===== src/rtl/doorbell_unit.sv =====
module doorbell_unit #(
  parameter int N_MASTERS = 32,
  parameter int N_DB      = 6,
  localparam int IDW = (N_MASTERS > 1) ? $clog2(N_MASTERS) : 1,
  localparam int DBW = (N_DB > 1) ? $clog2(N_DB) : 1,
  localparam int AW  = DBW + 4
) (
  input  logic                 clk,
  input  logic                 rst_n,
  input  logic                 wr_en,
  input  logic [AW-1:0]        addr,
  input  logic [N_MASTERS-1:0] wdata,
  input  logic [IDW-1:0]       src_id,
  output logic [N_MASTERS-1:0] rdata,
  output logic [N_DB-1:0]      irq
);

  logic [DBW-1:0]       idx;
  logic [1:0]           sel;
  logic [N_MASTERS-1:0] sender;
  logic [N_MASTERS-1:0] en_q   [N_DB];
  logic [N_MASTERS-1:0] raw_q  [N_DB];
  logic [N_MASTERS-1:0] pend_q [N_DB];

  assign idx    = addr[AW-1:4];
  assign sel    = addr[3:2];
  assign sender = {{(N_MASTERS-1){1'b0}}, 1'b1} << src_id;

  for (genvar d = 0; d < N_DB; d++) begin : g_db
    logic                 wsel, ring;
    logic [N_MASTERS-1:0] set_v, clr_raw, clr_pend;

    assign wsel     = wr_en && (idx == DBW'(d));
    assign ring     = wsel && (sel == 2'd0) && wdata[0];
    assign set_v    = ring ? sender : '0;
    assign clr_raw  = (wsel && sel == 2'd2) ? wdata : '0;
    assign clr_pend = (wsel && sel == 2'd3) ? wdata : '0;

    always_ff @(posedge clk) begin
      if (!rst_n) begin
        en_q[d]   <= '0;
        raw_q[d]  <= '0;
        pend_q[d] <= '0;
      end else begin
        if (wsel && sel == 2'd1) en_q[d] <= wdata;
        raw_q[d]  <= (raw_q[d] & ~clr_raw) | set_v;
        pend_q[d] <= (pend_q[d] & ~clr_pend) | (set_v & en_q[d]);
      end
    end

    assign irq[d] = |pend_q[d];

    assert_irq_rise_R3: assert property (@(posedge clk) disable iff (!rst_n)
      $rose(irq[d]) |-> $past(wr_en && addr[AW-1:4] == DBW'(d) && addr[3:2] == 2'd0 && wdata[0]));

    assert_irq_fall_R5: assert property (@(posedge clk) disable iff (!rst_n)
      $fell(irq[d]) |-> ($past(!rst_n) ||
        $past(wr_en && addr[AW-1:4] == DBW'(d) && addr[3:2] == 2'd3)));
  end

  always_comb begin
    rdata = '0;
    for (int d = 0; d < N_DB; d++) begin
      if (idx == DBW'(d)) begin
        case (sel)
          2'd1:    rdata = en_q[d];
          2'd2:    rdata = raw_q[d];
          2'd3:    rdata = pend_q[d];
          default: rdata = '0;
        endcase
      end
    end
  end

  assert_reset_clear_R1: assert property (@(posedge clk)
    !rst_n |=> (irq == '0));

  assert_trigger_reads_zero_R4: assert property (@(posedge clk) disable iff (!rst_n)
    (addr[3:2] == 2'd0) |-> (rdata == '0));

  assert_oob_ignored_R9: assert property (@(posedge clk) disable iff (!rst_n)
    (wr_en && int'(addr[AW-1:4]) >= N_DB) |=> $stable(irq));

  assert_oob_reads_zero_R9: assert property (@(posedge clk) disable iff (!rst_n)
    (int'(addr[AW-1:4]) >= N_DB) |-> (rdata == '0));

endmodule


===== config.mk =====
export PLATFORM = sky130hd
export DESIGN_NAME = doorbell_unit
export DESIGN_NICKNAME = d
export VERILOG_FILES = /design/src/rtl/doorbell_unit.sv
export SDC_FILE = /design/constraint.sdc
export NUM_CORES = 1
export LEC_CHECK = 0
export ABC_AREA = 1
export BUFFER_PORTS_ARGS = -buffer_cell sky130_fd_sc_hd__clkbuf_2
export CAP_MARGIN = 20
export CORE_AREA = 2 2 222 279
export CTS_BUF_LIST = sky130_fd_sc_hd__clkbuf_4
export DETAILED_ROUTE_END_ITERATION = 12
export DIE_AREA = 0 0 224 281
export SYNTH_ARGS = -nofsm -noshare
export SYNTH_HDL_FRONTEND = slang
export SYNTH_SLANG_ARGS = --single-unit

===== constraint.sdc =====
create_clock -name clk -period 4.71 [get_ports clk]
set_input_delay 0.471 -clock clk [delete_from_list [all_inputs] [get_ports clk]]
set_output_delay 0.471 -clock clk [all_outputs]
set_load 0.01 [all_outputs]

==> summary.txt <==
Run status
  – Outcome: completed

Timing
  – Final Skew: 33.4 ps
  – Max_slew headroom: 0.212
  – Worst hold slack: 87.5 ps
  – F_max: 285 MHz
  – # setup viols final: 0
  – Final Hold Fails: 0
  – RSZ-0062 raised after global routing: false
  – Final Max Slew Viols: 0
  – Final worst path period share: 0.745
  – Final WS setup: 1200 ps
  – Setup_tns: 0 ps
  – Crit path time final: 3510 ps
  – Worst-margin pin slew: 1180 ps

Power and ir drop
  – P_int: 7.72 mW
  – Psw: 2.72 mW
  – Seq pwr share: 0.505
  – Power per cell area: 349 nW/um^2
  – Clock Power Share: 0.429
  – Net Sw Frac: 0.261
  – Leakage dissipation: 11.2 nW
  – Peak supply drop: 179 uV
  – Logic gate share of total power: 0.066

Drt
  – Wire per inst: 23.2 um
  – Drt drc: 0
  – Initial DRC count: 3088
  – Post-DRT Antenna Nets: 0
  – Total Wirelength: 104 mm
  – Vias/cell: 6.13
  – Vias: 27400
  – Pre-Repair DR Iteration Count: 10

Worst setup path
  – Slowest-stage cell, CP: inv_2
  – CP max stage delay: 650 ps
  – Worst EP arrival: 3040 ps
  – Worst setup EP type: output pin
  – CP Cell Sequence: buf_4 -> buf_4 -> nor2_4 -> inv_2 -> buf_4 -> nor2_1 -> o21ai_0 -> nand4_1 -> clkbuf_2
  – CP most frequent cell: buf_4
  – Buf/Inv on CP: 5
  – Required time of the critical path: 4240 ps
  – CP delay by family, top: buffers and inverters
  – Crit path launch type: input port
  – WS Path Type: input port to output pin
  – CP Max Fanout: 51

Floorplan
  – Die Height: 281 um
  – I/O pin count: 85
  – Starting Density: 0.446
  – Die area: 62900 um^2
  – Horiz. Die Dim: 224 um
  – Core box area: 60300 um^2
  – Rows: 101

Yosys
  – Cells after Synth: 3572
  – Top FF cell, synth: dfxtp_1
  – Post-synthesis compound-gate area fraction: 0.153
  – Synth Area in Simple Gates: 0.285
  – Largest family of logic cells by synthesized area: simple AND/OR/NAND/NOR gates
  – Mux share of post-synthesis cell area: 0
  – Syn Nets: 3619
  – Largest area contributor in the netlist: dfxtp_1
  – Adder-Cell Fraction of Synth Area: 0
  – Synth cell count leaders: nand2_1 (775), nand3_1 (597), o21ai_0 (415)
  – Area share of the largest cell type after synthesis: 0.286
  – Seq/Total Area, Yosys: 0.500
  – Synth cell types: 22
  – Async SR Flop Fraction: 0
  – EDFF count, synth: 192
  – Top cells by area, synth: dfxtp_1 (29%), edfxtp_1 (21%), nand3_1 (11%)
  – Syn. warnings: 0
  – Mapped cell area: 26900 um^2
  – Post-synthesis area per instance: 7.53 um^2
  – Post-Synth XOR/XNOR Area: 0
  – Synth Register Bits: 576
  – Count leader, synth: nand2_1

Global routing
  – Total grt overflow: 0
  – First-pass GRT wire length: 156 mm
  – Largest net degree at the start of global routing: 157
  – Vias in the first global route: 26200
  – Initial antenna violation count: 6
  – GRT Util Overall: 0.327

Placed design
  – DP Worst Slack: 1260 ps
  – I/O Buffers: 82
  – DPL Wire Length: 62.7 mm
  – Area after DPL: 27900 um^2
  – Final RePlAce weighted congestion: 0.919

Clock network
  – Clock Latency Late Sink: 990 ps
  – CTS tree: done
  – Clk Tree Root Cell: clkbuf_4
  – CTS Sinks: 576
  – Post-CTS Setup Inserts: 0
  – Clk slew on worst S/H paths: 60 ps
  – Clock buffer depth: 3
  – Post-CTS Resized: 0
  – Num CTS Buffers: 150
  – CTS H-tree lvls: 4

Cells and area
  – Final Net Count: 3624
  – Fraction of layout instances using a drive strength above 1: 0.122
  – FF+latch area: 13500 um^2
  – Area delta synth->final: 11.3%
  – Layout fillers: 5925
  – Multi-input logic area: 11900 um^2
  – Design area: 29900 um^2

Run
  – Max-Cap Viols: 0

Worst hold path
  – Worst Hold Class: input port to flop
==> logic make-up (layout without fill, tap and decap cells) <==
family | after synthesis | count (layout)
AOI/OAI and AO/OA | 813 | 813
buffers and inverters | 416 | 536
DFF | 576 | 576
other | 0 | 3
and+or+nand+nor | 1767 | 1767
==> tightest hold or removal path, stage by stage <==
cell,delay [ps]
clkbuf_2,70
inv_1,240
nor2_1,170
==> per-layer routing <==
layer  vias to the layer above  part of all wire  GRT usage  wire, um
li1                      12300                 -          -         -
met1                     13200              0.39      0.411     40700
met2                      1567              0.45      0.519     47100
met3                       285              0.10     0.0778     10600
met4                         8             0.051      0.182      5280
met5                         -           0.00045          0        47
==> flip-flops by register name, summed over array words and instances (netlist names) <==
| name | count |
|---|---|
| raw_q | 192 |
| en_q | 192 |
| pend_q | 192 |
==> power by group through the flow <==
| stage | logic [mW] | clock network, mW | registers, mW |
|---|---|---|---|
| 3_3_place_gp | 0.657 | 0 | 5.37 |
| 6_report | 0.684 | 4.48 | 5.27 |
| 2_1_floorplan | 0.373 | 0 | 5.37 |
| 5_1_grt | 0.719 | 4.80 | 5.28 |
| 4_1_cts | 0.669 | 4.54 | 5.27 |
| 3_5_place_dp | 0.664 | 0 | 5.38 |
==> cells in the final DEF, fill, tap and decap left out, types with 39 or more instances in the layout <==
cell type	netlist	final
nand3_1	597	591
nand4_1	39	39
clkbuf_4	0	250
edfxtp_1	192	192
nor4_1	48	48
clkbuf_2	0	80
a21oi_1	384	384
dfxtp_1	384	384
nand2_1	775	775
buf_4	1	59
nor2_1	294	294
o21ai_0	415	409
inv_1	101	99
==> final cells by class <==
type / count / area share
Sequential cell: 576 / 0.450
Multi-Input combinational cell: 2580 / 0.398
Clock buffer: 250 / 0.0627
Timing Repair Buffer: 163 / 0.0413
Tap cell: 772 / 0.0323
Inverter: 106 / 0.0136
Clock inverter: 17 / 0.00222
Antenna cell: 3 / 0.000251
==> final timing paths <==
| kind | from | endpoint | slack, ps | cells after the start |
|---|---|---|---|---|
| worst min register to register | raw_q[5][21] | raw_q[5][21] | 470 | 2 |
| worst max register to register | pend_q[5][15] | pend_q[5][15] | 3900 | 2 |
| worst max-delay path | addr[3] | rdata[28] | 1200 | 9 |
| worst min-delay path | wdata[23] | en_q[2][23] | 90 | 3 |
==> repair_timing <==
action                                  4_1_cts  5_1_grt
hold buffers                                  6        0
endpoints found under the setup margin        0        0
hold endpoints to repair                     27        0
==> through the flow <==
step / utilization / std cells / power, mW
2_1_floorplan: - / 3572 / 5.75
3_3_place_gp: 0.461 / 4183 / 6.03
3_5_place_dp: 0.462 / 4188 / 6.04
4_1_cts: 0.495 / 4461 / 10.5
5_1_grt: 0.496 / 4465 / 10.8
6_report: 0.496 / 4467 / 10.4
Note: power is estimated with default switching activity, not from simulation.
